$ cat src/rtl/pswdiv_pkg.sv
// Package: pswdiv_pkg
// Shared defaults for the pulse-swallow divider. Holds the band geometry:
// the smallest base modulus as a power of two, the number of bands, and
// the swallow limit of the top band.
package pswdiv_pkg;
    localparam int DEF_BASE_LOG2 = 3;   // smallest base modulus is 2**3 = 8
    localparam int DEF_NUM_BANDS = 5;   // bases 8, 16, 32, 64, 128
    localparam int DEF_TOP_SMAX  = 12;  // top band swallow ceiling
endpackage

$ cat src/rtl/pswdiv_band_dec.sv
// Module: pswdiv_band_dec
// Turns the thermometer band lines into a base modulus and the largest
// swallow count allowed in that band.
// Assumes: band_sel[SEL_W-1] belongs to the lowest band. A line that is
// high means "base is below the next band". A code that is not a
// thermometer code resolves to the lowest band whose line is high.
module pswdiv_band_dec #(
    parameter int BASE_LOG2 = pswdiv_pkg::DEF_BASE_LOG2,
    parameter int NUM_BANDS = pswdiv_pkg::DEF_NUM_BANDS,
    parameter int TOP_SMAX  = pswdiv_pkg::DEF_TOP_SMAX,
    parameter int M_W       = BASE_LOG2 + NUM_BANDS
) (
    input  logic [NUM_BANDS-2:0] band_sel,
    output logic [M_W-1:0]       p_val,
    output logic [M_W-1:0]       s_max
);
    localparam int SEL_W = NUM_BANDS - 1;
    localparam int IDX_W = $clog2(NUM_BANDS);

    logic [M_W-1:0]   cand_p    [NUM_BANDS];
    logic [M_W-1:0]   cand_smax [NUM_BANDS];
    logic [IDX_W-1:0] band_idx;

    // Per-band constants: base modulus and swallow ceiling.
    for (genvar k = 0; k < NUM_BANDS; k++) begin : g_band
        assign cand_p[k] = M_W'(1) << (BASE_LOG2 + k);
        if (k == NUM_BANDS - 1) begin : g_top
            assign cand_smax[k] = M_W'(TOP_SMAX);
        end else begin : g_low
            assign cand_smax[k] = M_W'((1 << (BASE_LOG2 + k)) - 1);
        end
    end

    // Priority pick: the lowest band whose line is high, else the top band.
    always_comb begin
        band_idx = IDX_W'(NUM_BANDS - 1);
        for (int k = NUM_BANDS - 2; k >= 0; k--) begin
            if (band_sel[SEL_W-1-k]) band_idx = IDX_W'(k);
        end
    end

    // Output mux for the chosen band.
    always_comb begin
        p_val = cand_p[band_idx];
        s_max = cand_smax[band_idx];
    end
endmodule

$ cat src/rtl/pswdiv_mod_calc.sv
// Module: pswdiv_mod_calc
// Clamps the swallow word to the band ceiling and forms the reload value
// M - 1 = P + S - 1 for the down counter.
// Assumes: p_val is a power of two of at least 2, and s_max < p_val.
module pswdiv_mod_calc #(
    parameter int S_W = 7,
    parameter int M_W = 8
) (
    input  logic [S_W-1:0] swallow,
    input  logic [M_W-1:0] p_val,
    input  logic [M_W-1:0] s_max,
    output logic [M_W-1:0] reload_val
);
    logic [M_W-1:0] s_wide;
    logic [M_W-1:0] s_eff;

    // Bring the swallow word to counter width.
    assign s_wide = M_W'(swallow);

    // Clamp S to the band ceiling, then form P + S - 1.
    always_comb begin
        s_eff      = (s_wide > s_max) ? s_max : s_wide;
        reload_val = p_val + s_eff - M_W'(1);
    end
endmodule

$ cat src/rtl/pswdiv_counter.sv
// Module: pswdiv_counter
// Down counter that reloads from load_val whenever it sits at zero, and
// raises a registered one-cycle pulse on each reload.
// Assumes: load_val is at least 1, so pulses never touch. The caller
// presents load_val every cycle, but only the reload edge samples it.
module pswdiv_counter #(
    parameter int M_W = 8
) (
    input  logic           clk,
    input  logic           rst_n,
    input  logic [M_W-1:0] load_val,
    output logic           pulse
);
    logic [M_W-1:0] cnt_q;
    logic           at_zero;

    // Terminal detect on the count.
    assign at_zero = (cnt_q == '0);

    // Count down, reload at zero, flag each reload.
    always_ff @(posedge clk) begin
        if (!rst_n) begin
            cnt_q <= '0;
            pulse <= 1'b0;
        end else if (at_zero) begin
            cnt_q <= load_val;
            pulse <= 1'b1;
        end else begin
            cnt_q <= cnt_q - M_W'(1);
            pulse <= 1'b0;
        end
    end

    AST_PULSE_ONE_WIDE: assert property (@(posedge clk) disable iff (!rst_n)
        pulse |=> !pulse);
    AST_RELOAD_PULSES: assert property (@(posedge clk) disable iff (!rst_n)
        at_zero |=> pulse);
    AST_COUNT_STEPS: assert property (@(posedge clk) disable iff (!rst_n)
        !at_zero |=> (cnt_q == $past(cnt_q) - M_W'(1)) && !pulse);
endmodule

$ cat src/rtl/pswdiv_top.sv
// Module: pswdiv_top
// Synchronous pulse-swallow feedback divider: divides clk by P + S, where
// P comes from the thermometer band select and S from the swallow word.
// Assumes: a single clock domain, and a reset that is synchronous and
// active low. Settings are sampled at the reload edge only.
module pswdiv_top #(
    parameter int BASE_LOG2 = pswdiv_pkg::DEF_BASE_LOG2,
    parameter int NUM_BANDS = pswdiv_pkg::DEF_NUM_BANDS,
    parameter int TOP_SMAX  = pswdiv_pkg::DEF_TOP_SMAX
) (
    input  logic                 clk,
    input  logic                 rst_n,
    input  logic [NUM_BANDS-2:0] band_sel,
    input  logic [BASE_LOG2+NUM_BANDS-2:0] swallow,
    output logic                 div_pulse
);
    localparam int TOP_LOG2 = BASE_LOG2 + NUM_BANDS - 1;
    localparam int S_W      = TOP_LOG2;
    localparam int M_W      = TOP_LOG2 + 1;

    logic [M_W-1:0] p_val;
    logic [M_W-1:0] s_max;
    logic [M_W-1:0] reload_val;

    // Band lines to base modulus and swallow ceiling.
    pswdiv_band_dec #(
        .BASE_LOG2 (BASE_LOG2),
        .NUM_BANDS (NUM_BANDS),
        .TOP_SMAX  (TOP_SMAX),
        .M_W       (M_W)
    ) u_band (
        .band_sel (band_sel),
        .p_val    (p_val),
        .s_max    (s_max)
    );

    // Clamp the swallow count and form the reload value.
    pswdiv_mod_calc #(
        .S_W (S_W),
        .M_W (M_W)
    ) u_mod (
        .swallow    (swallow),
        .p_val      (p_val),
        .s_max      (s_max),
        .reload_val (reload_val)
    );

    // Reloading down counter and output pulse.
    pswdiv_counter #(
        .M_W (M_W)
    ) u_cnt (
        .clk      (clk),
        .rst_n    (rst_n),
        .load_val (reload_val),
        .pulse    (div_pulse)
    );

    AST_BASE_POW2: assert property (@(posedge clk) disable iff (!rst_n)
        $countones(p_val) == 1);
    AST_RELOAD_WINDOW: assert property (@(posedge clk) disable iff (!rst_n)
        (reload_val >= p_val - M_W'(1)) && (reload_val - (p_val - M_W'(1)) <= s_max));
    AST_TOP_CAP: assert property (@(posedge clk) disable iff (!rst_n)
        (band_sel == '0) |-> (reload_val <= M_W'((1 << TOP_LOG2) + TOP_SMAX - 1)));
endmodule

$ cat config.mk
export PLATFORM = sky130hd
export DESIGN_NAME = pswdiv_top
export DESIGN_NICKNAME = d
export VERILOG_FILES = /design/src/rtl/pswdiv_pkg.sv /design/src/rtl/pswdiv_band_dec.sv /design/src/rtl/pswdiv_mod_calc.sv /design/src/rtl/pswdiv_counter.sv /design/src/rtl/pswdiv_top.sv
export SDC_FILE = /design/constraint.sdc
export NUM_CORES = 1
export LEC_CHECK = 0
export ABC_AREA = 1
export BUFFER_PORTS_ARGS = -buffer_cell sky130_fd_sc_hd__buf_4
export CORE_MARGIN = 2
export CORE_UTILIZATION = 45
export CTS_CLUSTER_SIZE = 24
export DETAILED_ROUTE_END_ITERATION = 8
export GPL_TIMING_DRIVEN = 0
export PLACE_DENSITY = 0.66
export SYNTH_ARGS = -nofsm -noshare
export SYNTH_HDL_FRONTEND = slang
export SYNTH_HIERARCHICAL = 1
export SYNTH_SLANG_ARGS = --single-unit
$ cat constraint.sdc
create_clock -name clk -period 3.32 [get_ports clk]
set_clock_uncertainty 0.15 [all_clocks]
set_input_delay 0.498 -clock clk [delete_from_list [all_inputs] [get_ports clk]]
set_output_delay 0.498 -clock clk [all_outputs]
set_load 0.03 [all_outputs]
==> flow_summary.rst, run 1 <==
.. list-table::
   :header-rows: 1

   * - Metric
     - Value
   * - Global-route met3 utilization
     - 0.006303
   * - Number of CTS-inserted buffers
     - 3
   * - Unique cell type count in the Yosys netlist
     - 28
   * - Average via count per standard cell
     - 4.421
   * - Largest net degree at the start of global routing
     - 8
   * - Total vias in the final route
     - 1344
   * - Commonest cells after routing, fill and taps aside
     - sky130_fd_sc_hd__inv_1, sky130_fd_sc_hd__nand2_1, sky130_fd_sc_hd__buf_4
   * - Proportion of synthesized chip area in sequential cells
     - 0.1216
   * - Maximum clock insertion buffer count
     - 2
   * - R2r worst-path depth
     - 8
   * - Violation count after the first detailed-routing iteration
     - 38
   * - Height of the die
     - 61.38 um
   * - Min cycle time layout
     - 3247 ps
   * - Worst reg2reg endpoint
     - u_cnt/cnt_q[2]$_SDFF_PN0_
   * - Post-Syn Area per Cell
     - 6.469 um^2
   * - Die Area
     - 3767 um^2
   * - Most used routing layer
     - met2
   * - Skew-Pair Late Insertion Delay
     - 260 ps
   * - 1st-pass router iterations
     - 4
   * - Clock-pin slew reported for the worst setup and hold paths after clock tree synthesis
     - 60 ps
   * - Number of global-route vias before repair
     - 1167
   * - Multi-input logic area
     - 1236 um^2
   * - Outcome
     - complete, no violations
   * - Yosys warning count
     - 6
   * - Combined flip-flop and latch cell area
     - 180.2 um^2
   * - Root buffer cell
     - sky130_fd_sc_hd__clkbuf_4
   * - Max-cap violations
     - 0
   * - Signal arrival time at the worst endpoint
     - 3310 ps
   * - Share of the synthesized area in the top cell type
     - 0.1858
   * - Source of the worst hold timing path
     - u_cnt/cnt_q[0]$_SDFF_PN0_
   * - Synth top area cells
     - sky130_fd_sc_hd__ha_1, sky130_fd_sc_hd__inv_1, sky130_fd_sc_hd__dfxtp_1, sky130_fd_sc_hd__nand2_1, sky130_fd_sc_hd__nand3_1
   * - Final std cell area, no fill
     - 2029 um^2
   * - Cell area after synthesis
     - 1481 um^2
   * - Critical path endpoint category
     - register
   * - Data required, critical path
     - 3380 ps
   * - Minimum setup slack in the final design
     - 72.66 ps
   * - Clock tree sinks
     - 9
   * - Horiz. Die Dim
     - 61.38 um
   * - Global-route wire length before repair
     - 4636 um
   * - Setup repair after global routing missed its margin
     - true
   * - Fill count
     - 311
   * - Post-synthesis sequential element count
     - 9
   * - Worst voltage drop across the vdd grid
     - 145.3 uV
   * - Most common cell after layout, fill and taps aside
     - sky130_fd_sc_hd__inv_1
   * - Leak
     - 1.069 nW
   * - Detail Route Antenna Nets
     - 0
   * - Number of cell rows
     - 20
   * - Instance count of the mapped netlist
     - 229
   * - Total congestion overflow
     - 0
   * - Post-DP Area
     - 1704 um^2
   * - Number of placed instances, taps included
     - 290
   * - Post-route clock period utilization
     - 0.9781
   * - Post-Route WL
     - 2767 um
   * - Startpoint type of the worst setup path
     - input port
   * - Final GP Congestion
     - 0.7937
   * - Core footprint
     - 3103 um^2
   * - Max-slew violation count
     - 0
   * - Proportion of layout cells with a drive suffix above 1
     - 0.3885
   * - GR Layer Usage met1
     - 0.1833
   * - Worst setup slack for register-to-register paths
     - 1900 ps
   * - Area leader, netlist
     - sky130_fd_sc_hd__ha_1
   * - Worst min-delay path category
     - register to register
   * - Number of H-tree levels
     - 1
   * - Antenna Cells
     - 0
   * - TritonCTS clock tree
     - yes
   * - Initial antenna violation count
     - 0
   * - Maximum clock frequency
     - 0.3079 GHz
   * - Post-place setup slack
     - -444.8 ps
   * - Area Overhead vs Synth
     - 36.99%
   * - Grt met2 use
     - 0.3146
   * - DRC errors left
     - 0
   * - Worst Path Max Fanout
     - 6
   * - Worst setup path startpoint
     - band_sel[3]
   * - Global router's overall resource usage
     - 0.1605
   * - IO Port Bufs
     - 13
   * - Layout net count
     - 297
   * - Routed length per instance
     - 9.102 um
   * - Hold_ws
     - 337.9 ps
   * - Number of setup violations in the final report
     - 0
   * - Sum of negative setup slack
     - 0 ps
   * - Worst Setup EP
     - u_cnt/cnt_q[7]$_SDFF_PN0_
   * - Path type of the worst setup path
     - input port to register
   * - Count of boundary I/O pins
     - 14
   * - Final std cells w/o fill
     - 304
   * - Final HPWL from detailed placement
     - 2140 um
   * - Power density relative to cell area
     - 466.5 nW/um^2
   * - Reg-to-reg startpoint
     - u_cnt/cnt_q[0]$_SDFF_PN0_
   * - Initial Util
     - 0.4774
   * - Number of endpoints with negative hold slack in the final report
     - 0
-- worst min path at each step --
stage	to	slack (ps)	cells past startpoint
after floorplan	u_cnt/cnt_q[0]$_SDFF_PN0_	300	1
after global placement	u_cnt/cnt_q[0]$_SDFF_PN0_	320	1
after detailed placement	u_cnt/cnt_q[0]$_SDFF_PN0_	320	1
after CTS	u_cnt/cnt_q[0]$_SDFF_PN0_	340	1
after global routing	u_cnt/cnt_q[0]$_SDFF_PN0_	370	1
final	u_cnt/cnt_q[0]$_SDFF_PN0_	340	1
-- metrics by stage --
step,total power (W),utilization
after global placement,0.0007699,0.5492
after global routing,0.001056,0.6540
final,0.0009467,0.6540
after floorplan,0.0006686,-
after CTS,0.0008813,0.5867
after detailed placement,0.0007760,0.5492
-- per-layer routing --
layer	vias up	share of wire
li1	739	-
met3	6	0.023
met5	-	0
met2	18	0.55
met4	0	0.023
met1	581	0.41
-- cells in the mapped netlist (all sizes together) --
library cell and number:
o21ai 8, nand4 5, dfxtp 9, xnor2 2, a21oi 4, nand3 16
conb 2, nor3 1, nand2 56, clkbuf 1, inv 65, buf 8
fa 1, nor2 19, o21bai 1, a31oi 2, a22oi 1, clkinv 1
ha 22, xor2 5
-- critical path: stages --
cell,delay [ps]
sky130_fd_sc_hd__buf_6,110
sky130_fd_sc_hd__inv_8,60
sky130_fd_sc_hd__nand2_8,50
sky130_fd_sc_hd__nor2_2,110
sky130_fd_sc_hd__inv_2,60
sky130_fd_sc_hd__ha_4,260
sky130_fd_sc_hd__nand2_4,50
sky130_fd_sc_hd__nor3_4,240
sky130_fd_sc_hd__nand4_4,180
sky130_fd_sc_hd__nand2_4,140
sky130_fd_sc_hd__nand2_4,60
sky130_fd_sc_hd__nand2_4,70
sky130_fd_sc_hd__ha_4,200
sky130_fd_sc_hd__inv_4,60
sky130_fd_sc_hd__ha_4,130
sky130_fd_sc_hd__inv_2,40
sky130_fd_sc_hd__fa_2,360
sky130_fd_sc_hd__inv_2,70
sky130_fd_sc_hd__nand4_1,110
sky130_fd_sc_hd__nand3_2,100
sky130_fd_sc_hd__xor2_1,150
sky130_fd_sc_hd__nand2_1,80
sky130_fd_sc_hd__nand2_2,50
sky130_fd_sc_hd__nand2_1,40
sky130_fd_sc_hd__inv_1,40
-- logic make-up (layout without fill, tap and decap cells) --
logic type,count (synthesis),after routing,synth area share
DFF,9,9,0.1216
other,2,6,0.005069
adders and majority gates,23,23,0.1993
buffers and inverters,75,102,0.2137
and+or+nand+nor,97,97,0.3404
AOI/OAI and AO/OA,16,16,0.07854
xor gates and xnor gates,7,7,0.04139
-- power breakdown --
part           leakage [nW]  switching, W   total, W  internal [W]
registers            0.0747     0.0000441   0.000196      0.000151
clock network        0.0150     0.0000376  0.0000839     0.0000463
logic                 0.979      0.000375   0.000667      0.000293
-- layout make-up --
| cell class | count | share of cell area |
|---|---|---|
| multi-input combinational | 149 | 0.6091 |
| inverter | 66 | 0.1381 |
| timing repair buffer | 24 | 0.09618 |
| sequential | 9 | 0.08878 |
| buffer | 8 | 0.02774 |
| tap | 44 | 0.02713 |
| clock buffer | 4 | 0.01295 |
-- flip-flops by register name, summed over array words and instances, names as in the netlist --
signal,cells
u_cnt/pulse,1
u_cnt/cnt_q,8
-- repair_timing --
item / CTS / global route
hold buffers: 0 / 0
endpoints found under the setup margin: 3 / 4
pin swaps: 7 / 27
cloned: 0 / 0
buffers inserted: 6 / 5
gates resized for setup: 6 / 37
Power figures use the tool's default switching activity.
==> inputs of run 2 (changes only) <==
--- a/config.mk
+++ b/config.mk
@@ -12,7 +12,7 @@
 export CTS_CLUSTER_SIZE = 24
 export DETAILED_ROUTE_END_ITERATION = 8
 export GPL_TIMING_DRIVEN = 0
-export PLACE_DENSITY = 0.66
+export SLEW_MARGIN = 20
 export SYNTH_ARGS = -nofsm -noshare
 export SYNTH_HDL_FRONTEND = slang
 export SYNTH_HIERARCHICAL = 1
==> constraint.sdc (replaced) <==
create_clock -name clk -period 3.6 [get_ports clk]
set_clock_uncertainty 0.15 [all_clocks]
set_input_delay 0.54 -clock clk [delete_from_list [all_inputs] [get_ports clk]]
set_output_delay 0.54 -clock clk [all_outputs]
set_load 0.03 [all_outputs]
==> run 2 against run 1 <==
  * Register-to-register slack better by 270 ps
  * Critical path type unchanged
  * Clock power is 8.9% lower
  * Critical path depth is 2 higher
  * Wire length is 2.8% lower
  * Via count is 3.2% lower
  * Critical endpoint unchanged
  * Combinational power is 15% lower
  * Total power is 13% lower
  * Final area is 9.8% lower
  * First-iteration DRC count is 32% lower
  * Flip-flop and latch count stayed put
  * Cell count is 2.0% lower
==> flow_summary.rst, run 2 (synthesized netlist as in run 1, its figures left out) <==
.. list-table::
   :header-rows: 1

   * - Metric
     - Value
   * - Core footprint
     - 3103 um^2 (unchanged)
   * - Post-route clock period utilization
     - 0.9411
   * - Global-route wire length before repair
     - 4650 um (was 4636 um)
   * - Commonest cells after routing, fill and taps aside
     - sky130_fd_sc_hd__inv_1, sky130_fd_sc_hd__nand2_1, sky130_fd_sc_hd__buf_4 (unchanged)
   * - Flip-flop count of the largest register, all copies and words added
     - 8 (unchanged)
   * - Most common cell after layout, fill and taps aside
     - sky130_fd_sc_hd__inv_1 (unchanged)
   * - Skew-Pair Late Insertion Delay
     - 260 ps (about the same)
   * - Total vias in the final route
     - 1301 (was 1344)
   * - Final HPWL from detailed placement
     - 2126 um (was 2140 um)
   * - Root buffer cell
     - sky130_fd_sc_hd__clkbuf_4 (unchanged)
   * - Clock-pin slew reported for the worst setup and hold paths after clock tree synthesis
     - 60 ps (about the same)
   * - Path type of the worst setup path
     - input port to register (unchanged)
   * - Number of cell rows
     - 20 (unchanged)
   * - R2r worst-path depth
     - 8 (unchanged)
   * - Proportion of layout cells with a drive suffix above 1
     - 0.2913 (was 0.3885)
   * - Critical path endpoint category
     - register (unchanged)
   * - Power density relative to cell area
     - 448.8 nW/um^2 (was 466.5 nW/um^2)
   * - Post-place setup slack
     - -378.8 ps (was -444.8 ps)
   * - Height of the die
     - 61.38 um (unchanged)
   * - Initial antenna violation count
     - 0 (unchanged)
   * - Number of CTS-inserted buffers
     - 3 (unchanged)
   * - Average via count per standard cell
     - 4.366 (was 4.421)
   * - 1st-pass router iterations
     - 4 (unchanged)
   * - Final Util
     - 0.5899 (was 0.6540)
   * - Final GP Congestion
     - 0.7766 (was 0.7937)
   * - Count of boundary I/O pins
     - 14 (unchanged)
   * - Leak
     - 1.019 nW (was 1.069 nW)
   * - Maximum clock insertion buffer count
     - 2 (unchanged)
   * - Largest net degree at the start of global routing
     - 8 (unchanged)
   * - Max-cap violations
     - 0 (unchanged)
   * - Number of global-route vias before repair
     - 1231 (was 1167)
   * - Violation count after the first detailed-routing iteration
     - 26 (was 38)
   * - Worst Path Max Fanout
     - 5 (was 6)
   * - Global router's overall resource usage
     - 0.1613 (was 0.1605)
   * - Top register by number of flip-flops
     - u_cnt/cnt_q (unchanged)
   * - Routed length per instance
     - 9.023 um (was 9.102 um)
   * - Number of H-tree levels
     - 1 (unchanged)
   * - Die Area
     - 3767 um^2 (unchanged)
   * - Outcome
     - complete, no violations (unchanged)
   * - Startpoint type of the worst setup path
     - input port (unchanged)
   * - Antenna Cells
     - 0 (unchanged)
   * - DRC errors left
     - 0 (unchanged)
   * - Min cycle time layout
     - 3388 ps
   * - Horiz. Die Dim
     - 61.38 um (unchanged)
   * - Worst min-delay path category
     - register to register (unchanged)
   * - Layout net count
     - 291 (was 297)
   * - IO Port Bufs
     - 13 (unchanged)
   * - Detail Route Antenna Nets
     - 0 (unchanged)
   * - Area Overhead vs Synth
     - 23.56% (was 36.99%)
   * - Initial Util
     - 0.4774 (unchanged)
   * - Post-Route WL
     - 2689 um (was 2767 um)
   * - Number of stages on the worst hold path
     - 1 (unchanged)
   * - Minimum setup slack in the final design
     - 211.9 ps (was 72.66 ps)
   * - Maximum clock frequency
     - 0.2951 GHz
   * - Clock tree sinks
     - 9 (unchanged)
   * - Max-slew violation count
     - 0 (unchanged)
   * - Number of setup violations in the final report
     - 0 (unchanged)
   * - Cts-stage hold buffer count
     - 0 (unchanged)
   * - Total congestion overflow
     - 0 (unchanged)
   * - Worst voltage drop across the vdd grid
     - 125.3 uV (was 145.3 uV)
   * - Data required, critical path
     - 3660 ps (was 3380 ps)
   * - Sum of negative setup slack
     - 0 ps (unchanged)
   * - TritonCTS clock tree
     - yes (unchanged)
   * - Biggest regs
     - u_cnt/cnt_q: 8 flops, u_cnt/pulse: 1 flops (unchanged)
   * - Number of endpoints with negative hold slack in the final report
     - 0 (unchanged)
   * - Signal arrival time at the worst endpoint
     - 3440 ps (was 3310 ps)
-- run 2: path summary, 6_finish.rpt --
check | from | endpoint | slack, ps
worst max-delay path | band_sel[3] | u_cnt/cnt_q[7]$_SDFF_PN0_ | 210
worst min register to register | u_cnt/cnt_q[0]$_SDFF_PN0_ | u_cnt/cnt_q[0]$_SDFF_PN0_ | 350
worst min-delay path | u_cnt/cnt_q[0]$_SDFF_PN0_ | u_cnt/cnt_q[0]$_SDFF_PN0_ | 350
worst max register to register | u_cnt/cnt_q[0]$_SDFF_PN0_ | u_cnt/cnt_q[1]$_SDFF_PN0_ | 2170
-- run 2: timing repair --
item / CTS / global route
resized for setup: 4 / 19
buffers inserted: 3 / 1
pin swaps: 4 / 13
setup endpoints to repair: 2 / 4
hold endpoints to repair: 0 / 0
-- run 2: stage by stage --
step	hold WS (ps)	instance area, um^2	power [W]	instances
4_1_cts	338.9	1710	0.0007898	297
6_report	351.4	1831	0.0008215	298
3_3_place_gp	316.2	1649	0.0007018	290
2_1_floorplan	298.5	1496	0.0006073	233
3_5_place_dp	326.6	1649	0.0007026	290
5_1_grt	396.4	1831	0.0009315	298
-- run 2: worst max-delay path: stages --
cell	delay [ps]
sky130_fd_sc_hd__buf_4	130
sky130_fd_sc_hd__inv_4	70
sky130_fd_sc_hd__nand2_4	70
sky130_fd_sc_hd__nor2_4	110
sky130_fd_sc_hd__buf_4	100
sky130_fd_sc_hd__inv_1	60
sky130_fd_sc_hd__ha_4	280
sky130_fd_sc_hd__nand2_2	70
sky130_fd_sc_hd__nor3_4	180
sky130_fd_sc_hd__nand2_2	90
sky130_fd_sc_hd__nand2_4	100
sky130_fd_sc_hd__nand2_4	60
sky130_fd_sc_hd__buf_4	150
sky130_fd_sc_hd__nand2_1	50
sky130_fd_sc_hd__nand2_1	50
sky130_fd_sc_hd__ha_1	280
sky130_fd_sc_hd__inv_2	40
sky130_fd_sc_hd__ha_4	260
sky130_fd_sc_hd__inv_1	50
sky130_fd_sc_hd__o21bai_1	180
sky130_fd_sc_hd__nand2_1	90
sky130_fd_sc_hd__nand3_2	80
sky130_fd_sc_hd__xor2_1	140
sky130_fd_sc_hd__nand2_1	80
sky130_fd_sc_hd__nand2_2	60
sky130_fd_sc_hd__nand2_1	40
sky130_fd_sc_hd__inv_1	40
-- run 2: cell type report --
class,instances,area (um^2)
clock buffer,4,26.28
buffer,9,63.81
sequential,9,180.2
multi-input combinational,149,1120
timing repair buffer,17,127.6
inverter,66,257.7
fill,346,1272
tap,44,55.05
-- run 2: metal layers --
| layer | vias to the layer above | track usage | share of wire |
|---|---|---|---|
| met2 | 11 | 0.3283 | 0.56 |
| met1 | 566 | 0.1692 | 0.42 |
| met3 | 2 | 0.006303 | 0.016 |
| met4 | 0 | 0.06687 | 0.0071 |
| met5 | - | 0 | 0 |
| li1 | 722 | - | - |
-- run 2: where the power goes --
group	switching [W]	internal (W)
Combinational	0.000324	0.000241
Sequential	0.0000397	0.000140
Clock	0.0000338	0.0000426
Total	0.000398	0.000424
==> inputs of run 3 (changes only) <==
--- a/config.mk
+++ b/config.mk
@@ -5,7 +5,6 @@
 export SDC_FILE = /design/constraint.sdc
 export NUM_CORES = 1
 export LEC_CHECK = 0
-export ABC_AREA = 1
 export BUFFER_PORTS_ARGS = -buffer_cell sky130_fd_sc_hd__buf_4
 export CORE_MARGIN = 2
 export CORE_UTILIZATION = 45
==> run 3 against run 2 <==
  * The flow now finishes with violations (negative setup slack)
  * First-iteration DRC count increased to 3.3 times the previous value
  * Final area rose by 12%
  * Worst hold slack improved by 18 ps
  * Sequential share of layout area fell by 1.1 points
  * Critical path type unchanged
==> flow_summary.rst, run 3 <==
.. list-table::
   :header-rows: 1

   * - Metric
     - Value
   * - Outcome
     - finished with violations (was complete, no violations)
   * - Violations in the final reports
     - negative setup slack
   * - Unique cell type count in the Yosys netlist
     - 47 (was 28)
   * - Area leader, netlist
     - sky130_fd_sc_hd__ha_1 (unchanged)
   * - Data required, critical path
     - 3640 ps (was 3660 ps)
   * - Sequential cell fraction of total power
     - 0.213 (was 0.218)
   * - Leak
     - 0.8959 nW (was 1.019 nW)
   * - Post-place setup slack
     - -1228 ps (was -378.8 ps)
   * - Number of global-route vias before repair
     - 1284 (was 1231)
   * - Worst min-delay path category
     - register to register (unchanged)
   * - Fill count
     - 278 (was 346)
   * - Maximum clock frequency
     - 0.2284 GHz (was 0.2951 GHz)
   * - Number of setup violations in the final report
     - 6 (was 0)
   * - Most used cell along the critical path
     - sky130_fd_sc_hd__inv_2 (was sky130_fd_sc_hd__nand2_1)
   * - Antenna Cells
     - 0 (unchanged)
   * - Most common cell in the netlist
     - sky130_fd_sc_hd__inv_1 (unchanged)
   * - Proportion of layout cells with a drive suffix above 1
     - 0.4185 (was 0.2913)
   * - TritonCTS clock tree
     - yes (unchanged)
   * - Signal arrival time at the worst endpoint
     - 4420 ps (was 3440 ps)
   * - Die Area
     - 3714 um^2 (was 3767 um^2)
   * - Synth top area cells
     - sky130_fd_sc_hd__ha_1, sky130_fd_sc_hd__dfxtp_1, sky130_fd_sc_hd__inv_1, sky130_fd_sc_hd__o221ai_2, sky130_fd_sc_hd__o32ai_1 (was sky130_fd_sc_hd__ha_1, sky130_fd_sc_hd__inv_1, sky130_fd_sc_hd__dfxtp_1, sky130_fd_sc_hd__nand2_1, sky130_fd_sc_hd__nand3_1)
   * - Biggest regs
     - u_cnt/cnt_q: 8 flops, u_cnt/pulse: 1 flops (unchanged)
   * - Number of H-tree levels
     - 1 (unchanged)
   * - Detail Route Antenna Nets
     - 0 (unchanged)
   * - Routed length per instance
     - 11.93 um (was 9.023 um)
   * - Part of the power in combinational logic
     - 0.696 (was 0.689)
   * - Maximum clock insertion buffer count
     - 2 (unchanged)
   * - Global router's overall resource usage
     - 0.1920 (was 0.1613)
   * - Initial antenna violation count
     - 0 (unchanged)
   * - Final GP Congestion
     - 0.7637 (was 0.7766)
   * - Async set-or-reset flop fraction in the synthesized netlist
     - 0 (unchanged)
   * - Layout net count
     - 264 (was 291)
   * - Most common cell after layout, fill and taps aside
     - sky130_fd_sc_hd__buf_4 (was sky130_fd_sc_hd__inv_1)
   * - Skew-Pair Late Insertion Delay
     - 270 ps (was 260 ps)
   * - DRC errors left
     - 0 (unchanged)
   * - Area Overhead vs Synth
     - 41.08% (was 23.56%)
   * - Number of CTS-inserted buffers
     - 3 (unchanged)
   * - Top register by number of flip-flops
     - u_cnt/cnt_q (unchanged)
   * - 1st-pass router iterations
     - 4 (unchanged)
   * - Max-slew violation count
     - 0 (unchanged)
   * - Horiz. Die Dim
     - 60.94 um (was 61.38 um)
   * - Fraction of power spent switching nets
     - 0.4327 (was 0.4841)
   * - Number of endpoints with negative hold slack in the final report
     - 0 (unchanged)
   * - Cells along the critical path
     - buf_8 -> nor4_4 -> inv_2 -> buf_6 -> inv_4 -> ha_4 -> nor2b_4 -> o211ai_1 -> a21oi_2 -> or2_4 -> o221ai_2 -> ha_1 -> inv_2 -> ha_4 -> inv_2 -> fa_2 -> nor2b_4 -> nor3_2 -> o21bai_1 -> a21oi_2 -> xnor2_2 -> nand2_1 -> a2111o_1 -> a21oi_1
   * - Max_slew headroom
     - 0.6265
   * - Post-synthesis sequential element count
     - 9 (unchanged)
   * - Hold_ws
     - 369.6 ps (was 351.4 ps)
   * - Height of the die
     - 60.94 um (was 61.38 um)
   * - Psw
     - 0.0003688 W (was 0.0003976 W)
   * - Maximum single-stage delay on the critical path
     - 410 ps (was 280 ps)
   * - Average via count per standard cell
     - 5.140 (was 4.366)
   * - Post-route clock period utilization
     - 1.216 (was 0.9411)
   * - Min cycle time layout
     - 4377 ps (was 3388 ps)
   * - Ys flop type
     - sky130_fd_sc_hd__dfxtp_1 (unchanged)
   * - Post-Syn Area per Cell
     - 7.972 um^2 (was 6.469 um^2)
   * - Critical path endpoint category
     - register (unchanged)
   * - Final std cell area, no fill
     - 2058 um^2 (was 1831 um^2)
   * - Commonest cells after routing, fill and taps aside
     - sky130_fd_sc_hd__buf_4, sky130_fd_sc_hd__inv_1, sky130_fd_sc_hd__ha_1 (was sky130_fd_sc_hd__inv_1, sky130_fd_sc_hd__nand2_1, sky130_fd_sc_hd__buf_4)
   * - Number of cell rows
     - 20 (unchanged)
   * - Global-route wire length before repair
     - 5409 um (was 4650 um)
   * - Worst voltage drop across the vdd grid
     - 326.3 uV (was 125.3 uV)
   * - Post-DP Area
     - 1683 um^2 (was 1649 um^2)
   * - Setup repair after global routing missed its margin
     - true
   * - Cell area after synthesis
     - 1459 um^2 (was 1481 um^2)
   * - Count of boundary I/O pins
     - 14 (unchanged)
   * - Power density relative to cell area
     - 414.1 nW/um^2 (was 448.8 nW/um^2)
   * - Clock tree sinks
     - 9 (unchanged)
   * - Final std cells w/o fill
     - 271 (was 298)
   * - IO Port Bufs
     - 13 (unchanged)
   * - Post-Route WL
     - 3234 um (was 2689 um)
   * - Synth top cells by count
     - sky130_fd_sc_hd__inv_1, sky130_fd_sc_hd__ha_1, sky130_fd_sc_hd__nand2_1 (was sky130_fd_sc_hd__inv_1, sky130_fd_sc_hd__nand2_1, sky130_fd_sc_hd__ha_1)
   * - Startpoint type of the worst setup path
     - input port (unchanged)
   * - Final HPWL from detailed placement
     - 2319 um (was 2126 um)
   * - Multi-input logic area
     - 1240 um^2 (was 1120 um^2)
   * - Yosys warning count
     - 6 (unchanged)
   * - Number of placed instances, taps included
     - 244 (was 290)
   * - Worst Path Max Fanout
     - 3 (was 5)
   * - Path type of the worst setup path
     - input port to register (unchanged)
   * - Clock-pin slew reported for the worst setup and hold paths after clock tree synthesis
     - 50 ps (was 60 ps)
   * - Max-cap violations
     - 0 (unchanged)
   * - Core footprint
     - 3078 um^2 (was 3103 um^2)
   * - Instance count of the mapped netlist
     - 183 (was 229)
   * - Share of the synthesized area in the top cell type
     - 0.1887 (was 0.1858)
   * - Combined flip-flop and latch cell area
     - 180.2 um^2 (unchanged)
   * - Cell-internal power
     - 0.0004835 W (was 0.0004238 W)
   * - Flip-flop count of the largest register, all copies and words added
     - 8 (unchanged)
   * - Total congestion overflow
     - 0 (unchanged)
   * - Number of enable-type register cells in the synthesized netlist
     - 0 (unchanged)
   * - Worst Max-Slew Pin Slew
     - 558.2 ps
   * - Crit-path slowest cell
     - sky130_fd_sc_hd__fa_2 (was sky130_fd_sc_hd__ha_4)
   * - Total vias in the final route
     - 1393 (was 1301)
   * - Initial Util
     - 0.4740 (was 0.4774)
   * - Violation count after the first detailed-routing iteration
     - 87 (was 26)
   * - Proportion of synthesized chip area in sequential cells
     - 0.1235 (was 0.1216)
   * - Root buffer cell
     - sky130_fd_sc_hd__clkbuf_4 (unchanged)
   * - Clock group share of total power
     - 0.091 (was 0.093)
   * - Largest net degree at the start of global routing
     - 11 (was 8)
   * - Minimum setup slack in the final design
     - -777.4 ps (was 211.9 ps)
[run 3: worst max-delay path: cells and delay by family]
family | cells | cell delay [ps]
fa+ha+maj | 4 | 990
compound gates | 7 | 1220
xor+xnor | 1 | 180
simple gates | 6 | 1010
buf+inv | 6 | 480
[run 3: logic make-up (layout without fill, tap and decap cells)]
logic type,after synthesis,after routing,share of synthesized area
compound gates,44,44,0.2736
xor+xnor,7,7,0.04202
fa+ha+maj,23,23,0.2024
buf+inv,51,91,0.1690
flops,9,9,0.1235
other cells,2,6,0.005148
simple gates,47,47,0.1844
[run 3: final timing paths]
kind                                                start                         to  slack, ps  cells past startpoint
worst min register to register  u_cnt/cnt_q[7]$_SDFF_PN0_  u_cnt/cnt_q[7]$_SDFF_PN0_        370                      2
worst max-delay path                          band_sel[0]  u_cnt/cnt_q[7]$_SDFF_PN0_       -780                     24
worst max register to register  u_cnt/cnt_q[0]$_SDFF_PN0_  u_cnt/cnt_q[1]$_SDFF_PN0_       1460                      7
worst min-delay path            u_cnt/cnt_q[7]$_SDFF_PN0_  u_cnt/cnt_q[7]$_SDFF_PN0_        370                      2
[run 3: area by class of cell]
class                           instances  area share
Timing Repair Buffer                   37      0.1520
Multi-Input combinational cell        127      0.6024
Sequential cell                         9     0.08754
Tap cell                               44     0.02675
Buffer                                 13     0.04742
Inverter                               37     0.07112
Clock buffer                            4     0.01277
[run 3: repair_timing]
action | 4_1_cts | 5_1_grt
hold buffers | 0 | 0
setup endpoints to repair | 6 | 6
resized for setup | 12 | 25
pin swaps | 17 | 21
setup buffers | 15 | 10
[run 3: per-layer routing]
metal / wire length [um] / up-vias / track usage
met2: 1584 / 17 / 0.3333
met5: 0 / - / 0
met1: 1536 / 653 / 0.2548
met3: 112 / 0 / 0.03838
met4: 0 / 0 / 0.01863
li1: - / 723 / -
[run 3: power by group through the flow]
stage / registers [W] / clock network (W) / logic (W)
after CTS: 0.000179 / 0.0000815 / 0.000525
after detailed placement: 0.000182 / 0 / 0.000491
after global placement: 0.000178 / 0 / 0.000481
final: 0.000182 / 0.0000772 / 0.000593
after global routing: 0.000188 / 0.0000866 / 0.000661
after floorplan: 0.000177 / 0 / 0.000393
[run 3: through the flow]
stage | setup TNS [ps] | util | power (W)
2_1_floorplan | -1600 | - | 0.0005695
3_3_place_gp | -4232 | 0.5467 | 0.0006590
3_5_place_dp | -4257 | 0.5467 | 0.0006730
4_1_cts | -2034 | 0.6073 | 0.0007855
5_1_grt | -3203 | 0.6687 | 0.0009356
6_report | -2299 | 0.6687 | 0.0008523
